**config.mk**
```make
export PLATFORM = sky130hd
export DESIGN_NAME = mac_irq_status
export DESIGN_NICKNAME = d
export VERILOG_FILES = /design/src/rtl/mac_irq_pkg.sv /design/src/rtl/mac_irq_sticky.sv /design/src/rtl/mac_irq_linkmon.sv /design/src/rtl/mac_irq_mmcsum.sv /design/src/rtl/mac_irq_status.sv
export SDC_FILE = /design/constraint.sdc
export NUM_CORES = 1
export LEC_CHECK = 0
export CORE_MARGIN = 5
export CORE_UTILIZATION = 30
export DETAILED_ROUTE_END_ITERATION = 7
export DONT_BUFFER_PORTS = 1
export PLACE_DENSITY = 0.49
export SYNTH_ARGS = -nofsm -noshare
export SYNTH_HDL_FRONTEND = slang
export SYNTH_SLANG_ARGS = --single-unit
export TNS_END_PERCENT = 50
```
**constraint.sdc**
```tcl
create_clock -name clk -period 2.4 [get_ports clk]
set_input_delay 0.36 -clock clk [delete_from_list [all_inputs] [get_ports clk]]
set_output_delay 0.36 -clock clk [all_outputs]
set_load 0.01 [all_outputs]
```
**src/rtl/mac_irq_pkg.sv**
```systemverilog
package mac_irq_pkg;
  localparam int STAT_W = 32;
  localparam int USED_W = 12;

  // bit positions of the status word, decoded by software
  localparam int B_PHY   = 0;
  localparam int B_LCHG  = 1;
  localparam int B_ANC   = 2;
  localparam int B_PMT   = 3;
  localparam int B_MSUM  = 4;
  localparam int B_MRX   = 5;
  localparam int B_MTX   = 6;
  localparam int B_MCSUM = 7;
  localparam int B_TS    = 9;
  localparam int B_LPI   = 10;
  localparam int B_GPI   = 11;

  function automatic logic [STAT_W-1:0] feat_mask(
    input bit gpi, input bit lpi, input bit ts, input bit mmc,
    input bit csum, input bit pmt, input bit pcs, input bit phy);
    logic [STAT_W-1:0] m;
    m          = '0;
    m[B_GPI]   = gpi;
    m[B_LPI]   = lpi;
    m[B_TS]    = ts;
    m[B_MCSUM] = mmc & csum;
    m[B_MTX]   = mmc;
    m[B_MRX]   = mmc;
    m[B_MSUM]  = mmc;
    m[B_PMT]   = pmt;
    m[B_ANC]   = pcs;
    m[B_LCHG]  = pcs;
    m[B_PHY]   = phy;
    return m;
  endfunction
endpackage

```
**src/rtl/mac_irq_sticky.sv**
```systemverilog
module mac_irq_sticky #(
  parameter int SRC_W   = 1,
  parameter bit PRESENT = 1'b1
) (
  input  logic             clk,
  input  logic             rst,
  input  logic [SRC_W-1:0] set_vec,
  input  logic             clr,
  output logic             flag
);
  logic q;
  logic hit;

  assign hit = PRESENT && (|set_vec);

  // a set in the same cycle as a clear takes priority
  always_ff @(posedge clk) begin
    if (rst)      q <= 1'b0;
    else if (hit) q <= 1'b1;
    else if (clr) q <= 1'b0;
  end

  assign flag = q;
endmodule

```
**src/rtl/mac_irq_linkmon.sv**
```systemverilog
module mac_irq_linkmon #(
  parameter bit PRESENT = 1'b1
) (
  input  logic clk,
  input  logic rst,
  input  logic link,
  output logic chg
);
  logic prev_q;

  // reset samples the live level so a steady link does not look like a change
  always_ff @(posedge clk) begin
    prev_q <= link;
    if (rst) prev_q <= link;
  end

  assign chg = PRESENT && !rst && (link != prev_q);
endmodule

```
**src/rtl/mac_irq_mmcsum.sv**
```systemverilog
module mac_irq_mmcsum #(
  parameter int MMC_W    = 8,
  parameter bit HAS_MMC  = 1'b1,
  parameter bit HAS_CSUM = 1'b1
) (
  input  logic [2:0][MMC_W-1:0] pend,
  output logic [2:0]            lvl,
  output logic                  sum
);
  localparam logic [2:0] GRP_ON = {HAS_MMC && HAS_CSUM, HAS_MMC, HAS_MMC};

  for (genvar g = 0; g < 3; g++) begin : g_grp
    assign lvl[g] = GRP_ON[g] & (|pend[g]);
  end

  assign sum = |lvl;
endmodule

```
**src/rtl/mac_irq_status.sv**
```systemverilog
module mac_irq_status
  import mac_irq_pkg::*;
#(
  parameter int ADDR_W                = 8,
  parameter logic [ADDR_W-1:0] REG_OFS = 'h38,
  parameter int GPI_N                 = 4,
  parameter int LPI_N                 = 4,
  parameter int TS_N                  = 3,
  parameter int MMC_W                 = 8,
  parameter bit HAS_GPI               = 1'b1,
  parameter bit HAS_LPI               = 1'b1,
  parameter bit HAS_TS                = 1'b1,
  parameter bit HAS_MMC               = 1'b1,
  parameter bit HAS_MMC_CSUM          = 1'b1,
  parameter bit HAS_PMT               = 1'b1,
  parameter bit HAS_PCS               = 1'b1,
  parameter bit HAS_PHYIF             = 1'b1
) (
  input  logic              clk,
  input  logic              rst,
  input  logic              rd_en,
  input  logic [ADDR_W-1:0] rd_addr,
  output logic [31:0]       rd_data,
  input  logic [GPI_N-1:0]  gpi_evt,
  input  logic [GPI_N-1:0]  gpi_en,
  input  logic              gpi_clr,
  input  logic [LPI_N-1:0]  lpi_evt,
  input  logic              lpi_clr,
  input  logic [TS_N-1:0]   ts_evt,
  input  logic              ts_clr,
  input  logic [MMC_W-1:0]  mmc_rx_pend,
  input  logic [MMC_W-1:0]  mmc_tx_pend,
  input  logic [MMC_W-1:0]  mmc_csum_pend,
  input  logic              pmt_magic,
  input  logic              pmt_wake,
  input  logic              pmt_clr,
  input  logic              an_done,
  input  logic              pcs_link_chg,
  input  logic              an_clr,
  input  logic              phy_link,
  input  logic              phy_clr,
  input  logic [11:0]       irq_mask,
  output logic              irq
);
  localparam logic [STAT_W-1:0] FEAT = feat_mask(HAS_GPI, HAS_LPI, HAS_TS, HAS_MMC,
                                                 HAS_MMC_CSUM, HAS_PMT, HAS_PCS, HAS_PHYIF);

  logic              gpi_f, lpi_f, ts_f, magic_f, wake_f, anc_f, lchg_f, phy_f;
  logic              link_chg;
  logic [2:0]        mmc_lvl;
  logic              mmc_sum;
  logic [STAT_W-1:0] stat_w;
  logic [31:0]       rd_data_q;
  logic              irq_q;

  mac_irq_sticky #(.SRC_W(GPI_N), .PRESENT(HAS_GPI)) u_gpi (
    .clk(clk), .rst(rst), .set_vec(gpi_evt & gpi_en), .clr(gpi_clr), .flag(gpi_f));

  mac_irq_sticky #(.SRC_W(LPI_N), .PRESENT(HAS_LPI)) u_lpi (
    .clk(clk), .rst(rst), .set_vec(lpi_evt), .clr(lpi_clr), .flag(lpi_f));

  mac_irq_sticky #(.SRC_W(TS_N), .PRESENT(HAS_TS)) u_ts (
    .clk(clk), .rst(rst), .set_vec(ts_evt), .clr(ts_clr), .flag(ts_f));

  mac_irq_sticky #(.SRC_W(1), .PRESENT(HAS_PMT)) u_magic (
    .clk(clk), .rst(rst), .set_vec(pmt_magic), .clr(pmt_clr), .flag(magic_f));

  mac_irq_sticky #(.SRC_W(1), .PRESENT(HAS_PMT)) u_wake (
    .clk(clk), .rst(rst), .set_vec(pmt_wake), .clr(pmt_clr), .flag(wake_f));

  mac_irq_sticky #(.SRC_W(1), .PRESENT(HAS_PCS)) u_anc (
    .clk(clk), .rst(rst), .set_vec(an_done), .clr(an_clr), .flag(anc_f));

  mac_irq_sticky #(.SRC_W(1), .PRESENT(HAS_PCS)) u_lchg (
    .clk(clk), .rst(rst), .set_vec(pcs_link_chg), .clr(an_clr), .flag(lchg_f));

  mac_irq_linkmon #(.PRESENT(HAS_PHYIF)) u_linkmon (
    .clk(clk), .rst(rst), .link(phy_link), .chg(link_chg));

  mac_irq_sticky #(.SRC_W(1), .PRESENT(HAS_PHYIF)) u_phy (
    .clk(clk), .rst(rst), .set_vec(link_chg), .clr(phy_clr), .flag(phy_f));

  mac_irq_mmcsum #(.MMC_W(MMC_W), .HAS_MMC(HAS_MMC), .HAS_CSUM(HAS_MMC_CSUM)) u_mmc (
    .pend({mmc_csum_pend, mmc_tx_pend, mmc_rx_pend}), .lvl(mmc_lvl), .sum(mmc_sum));

  always_comb begin
    stat_w          = '0;
    stat_w[B_GPI]   = gpi_f;
    stat_w[B_LPI]   = lpi_f;
    stat_w[B_TS]    = ts_f;
    stat_w[B_MCSUM] = mmc_lvl[2];
    stat_w[B_MTX]   = mmc_lvl[1];
    stat_w[B_MRX]   = mmc_lvl[0];
    stat_w[B_MSUM]  = mmc_sum;
    stat_w[B_PMT]   = magic_f | wake_f;
    stat_w[B_ANC]   = anc_f;
    stat_w[B_LCHG]  = lchg_f;
    stat_w[B_PHY]   = phy_f;
  end

  always_ff @(posedge clk) begin
    if (rst) begin
      rd_data_q <= '0;
      irq_q     <= 1'b0;
    end else begin
      if (rd_en) rd_data_q <= (rd_addr == REG_OFS) ? stat_w : '0;
      irq_q <= |(stat_w[USED_W-1:0] & irq_mask);
    end
  end

  assign rd_data = rd_data_q;
  assign irq     = irq_q;
endmodule

```
==> run_summary.xml <==
<?xml version="1.0" encoding="UTF-8"?>
<metrics>
  <group name="outcome">
    <metric name="status" unit="">completed</metric>
  </group>
  <group name="clock_tree">
    <metric name="ctsHtreeMaxLevel" unit="">1</metric>
    <metric name="tritoncts" unit="">built</metric>
    <metric name="clock_tree.buffer_depth" unit="">2</metric>
    <metric name="root_buffer" unit="">clkbuf_4</metric>
    <metric name="clkSlewWorstSetupHoldPaths" unit="ns">0.11</metric>
    <metric name="cts_setup_buffers" unit="">0</metric>
    <metric name="cts_hold_buf" unit="">0</metric>
    <metric name="post_cts_sizing" unit="">0</metric>
    <metric name="clock_sink_count" unit="">21</metric>
    <metric name="cts_buffers" unit="">3</metric>
    <metric name="clk-insertion-delay-late" unit="ns">0.30</metric>
  </group>
  <group name="detailed_routing">
    <metric name="drt-pass1-iter-count" unit="">4</metric>
    <metric name="drc_violation_count_after_routing" unit="">0</metric>
    <metric name="routed_wirelength" unit="µm">2590</metric>
    <metric name="vias" unit="">826</metric>
    <metric name="detail_route.wl_per_cell" unit="µm">15.1</metric>
    <metric name="final_antenna_net_count" unit="">0</metric>
    <metric name="routed_via_density" unit="">4.83</metric>
    <metric name="first_iter_violations" unit="">21</metric>
  </group>
  <group name="logic_synthesis">
    <metric name="synth.ff_latch_count" unit="">21</metric>
    <metric name="yosys_warnings" unit="">0</metric>
    <metric name="number_of_distinct_standard_cells_referenced_by_the_synthesized_netlist" unit="">25</metric>
    <metric name="postSynthCellCount" unit="">125</metric>
    <metric name="synth_sequential_area_ratio" unit="">0.405</metric>
    <metric name="post_synth_instance_area" unit="µm²">1040</metric>
    <metric name="average_cell_area_after_synthesis" unit="µm²">8.31</metric>
  </group>
  <group name="min_path">
    <metric name="holdCritPathClass" unit="">in2reg</metric>
  </group>
  <group name="global_route">
    <metric name="global_route.overflow_total" unit="">0</metric>
    <metric name="grt_util_all_layers" unit="">0.107</metric>
    <metric name="first_global_vias" unit="">838</metric>
    <metric name="global_route_wire_length_before_repair" unit="µm">3640</metric>
    <metric name="pin_count_of_the_biggest_net_entering_global_routing" unit="">21</metric>
    <metric name="antenna_violations_before_repair" unit="">0</metric>
  </group>
  <group name="power_and_ir_drop">
    <metric name="static-leakage-power" unit="nW">0.395</metric>
    <metric name="power.share.combinational" unit="">0.077</metric>
    <metric name="share_clk_of_total_power" unit="">0.286</metric>
    <metric name="cell_area_power_density" unit="nW/µm²">566</metric>
    <metric name="cell_internal_power_dissipation" unit="µW">442</metric>
    <metric name="p_sw_frac" unit="">0.237</metric>
    <metric name="net-switching-power" unit="µW">137</metric>
    <metric name="ir_drop" unit="mV">0.243</metric>
    <metric name="seq_power_share" unit="">0.636</metric>
    <metric name="finalPower" unit="µW">580</metric>
  </group>
  <group name="critical_path">
    <metric name="required" unit="ns">2.64</metric>
    <metric name="worstSetupEndpointType" unit="">register</metric>
    <metric name="crit_path_max_fanout" unit="">6</metric>
    <metric name="cp.arrival" unit="ns">1.63</metric>
    <metric name="worst-setup-path-type" unit="">in2reg</metric>
    <metric name="worstSetupStartpointType" unit="">input port</metric>
  </group>
  <group name="floorplanning">
    <metric name="core-area" unit="µm²">3340</metric>
    <metric name="floorplan.die_area" unit="µm²">4740</metric>
    <metric name="boundaryPins" unit="">106</metric>
    <metric name="die_h" unit="µm">68.8</metric>
    <metric name="chipWidth" unit="µm">68.8</metric>
    <metric name="initial_utilization" unit="">0.311</metric>
    <metric name="std_cell_rows" unit="">21</metric>
  </group>
  <group name="run">
    <metric name="drv.max_cap_violation_count" unit="">0</metric>
  </group>
  <group name="sta">
    <metric name="final.setup.tns" unit="ns">0</metric>
    <metric name="setup-violations-final" unit="">0</metric>
    <metric name="layout_worst_path_cycle_share" unit="">0.581</metric>
    <metric name="finalHoldViolCount" unit="">0</metric>
    <metric name="rsz0062_at_grt" unit="">false</metric>
    <metric name="final_max_slew_viol_count" unit="">0</metric>
    <metric name="max_freq" unit="MHz">717</metric>
    <metric name="post-route-worst-setup-slack" unit="ns">1.00</metric>
    <metric name="post_route_skew" unit="ns">0.00358</metric>
    <metric name="post-route-min-period" unit="ns">1.40</metric>
  </group>
  <group name="layout">
    <metric name="layout.cells.non_filler" unit="">171</metric>
    <metric name="p_r_area_growth_vs_syn" unit="%">-1.33</metric>
    <metric name="final_area" unit="µm²">1020</metric>
    <metric name="layout-drive-gt1-share" unit="">0.0400</metric>
    <metric name="final_nets" unit="">199</metric>
    <metric name="antenna_cells" unit="">0</metric>
  </group>
  <group name="placement">
    <metric name="placement_stage_worst_setup_slack" unit="ns">0.666</metric>
    <metric name="detailed_place_hpwl" unit="µm">2160</metric>
    <metric name="portBuffers" unit="">0</metric>
    <metric name="place.gp.congestion" unit="">0.678</metric>
    <metric name="place_inst" unit="">167</metric>
    <metric name="post_dp_cell_area" unit="µm²">998</metric>
  </group>
</metrics>
power groups by stage:
stage               sequential, mW  combinational (mW)  clock, mW
CTS                          0.369              0.0447      0.180
global placement             0.376              0.0431          0
finish                       0.369              0.0449      0.166
global route                 0.371              0.0527      0.188
detailed placement           0.377              0.0446          0
floorplan                    0.374              0.0706          0
state kept, by name, summed over array words and instances, names as in the netlist:
signal            count
u_phy.flag            1
u_ts.flag             1
u_wake.flag           1
u_lpi.flag            1
u_gpi.flag            1
u_anc.flag            1
irq                   1
u_magic.flag          1
u_lchg.flag           1
u_linkmon.prev_q      1
rd_data              11
cell usage in the layout (no fill, tap or decap), types with 3 or more instances in the layout:
cell type,instances
clkbuf_4,3
inv_1,3
nand2b_1,5
nor2_1,13
dfxtp_1,21
nand2_1,5
nor4_1,7
nor2b_1,9
conb_1,21
a22oi_1,3
a21oi_1,19
Yosys cell counts:
cell type | instances | area share
buf_4 | 21 | 0.15
inv_1 | 3 | 0.011
a22oi_1 | 3 | 0.022
a21oi_1 | 19 | 0.092
buf_6 | 1 | 0.011
xnor2_1 | 1 | 0.0084
conb_1 | 1 | 0.0036
a222oi_1 | 1 | 0.0096
o21ai_0 | 2 | 0.0096
nand3b_1 | 1 | 0.0072
o31ai_1 | 2 | 0.014
a41oi_1 | 1 | 0.0084
nor2_1 | 13 | 0.047
or4_1 | 1 | 0.0072
dfxtp_1 | 21 | 0.40
nor4_1 | 7 | 0.042
nor2b_1 | 9 | 0.054
a221oi_1 | 1 | 0.0084
nand2_1 | 5 | 0.018
clkbuf_1 | 3 | 0.011
and3_1 | 1 | 0.0060
a22o_1 | 1 | 0.0084
nand2b_1 | 5 | 0.030
nor3_1 | 1 | 0.0048
nor3_2 | 1 | 0.0096
final timing paths:
path | from | end | slack, ns | cells past startpoint
worst max-delay path | rd_addr[1] | rd_data[2] | 1.00 | 5
worst min-delay path | phy_link | u_linkmon.prev_q | 0.08 | 0
worst max register to register | u_phy.flag | irq | 1.15 | 4
worst min register to register | u_ts.flag | u_ts.flag | 0.49 | 2
worst max-delay path, stage by stage:
cell	delay, ns
or4_1	0.53
nor3_2	0.36
buf_4	0.23
a21oi_1	0.07
nor2_1	0.08
through the flow:
stage               utilization  hold WS [ns]
floorplan                     -         0.388
global placement          0.299         0.388
detailed placement        0.299         0.388
CTS                       0.307        0.0641
global route              0.307        0.0481
finish                    0.307        0.0816
final cells by class:
type                       instances  area [µm²]
inverter                           3        11.3
multi-input combinational         96         502
clock buffer                       4        26.3
tap                               46        57.6
fill                             368        2310
sequential                        21         420
timing repair buffer               1        7.51
per-layer routing:
metal  routed length [µm]  vias to the layer above  global-route usage
met5                    0                        -                   0
met4                   15                        0              0.0292
met3                  364                        2              0.0551
met2                 1280                       65               0.193
met1                  925                      369               0.107
li1                     -                      390                   -
logic make-up (layout without fill, tap and decap cells):
| group | after synthesis | in the layout | synth area share |
|---|---|---|---|
| xor gates and xnor gates | 1 | 1 | 0.00844 |
| AOI/OAI and AO/OA | 30 | 30 | 0.172 |
| DFF | 21 | 21 | 0.405 |
| other | 1 | 21 | 0.00361 |
| and+or+nand+nor | 44 | 44 | 0.227 |
| buffers and inverters | 28 | 8 | 0.184 |
No activity file was read; power rests on OpenSTA's default activity.
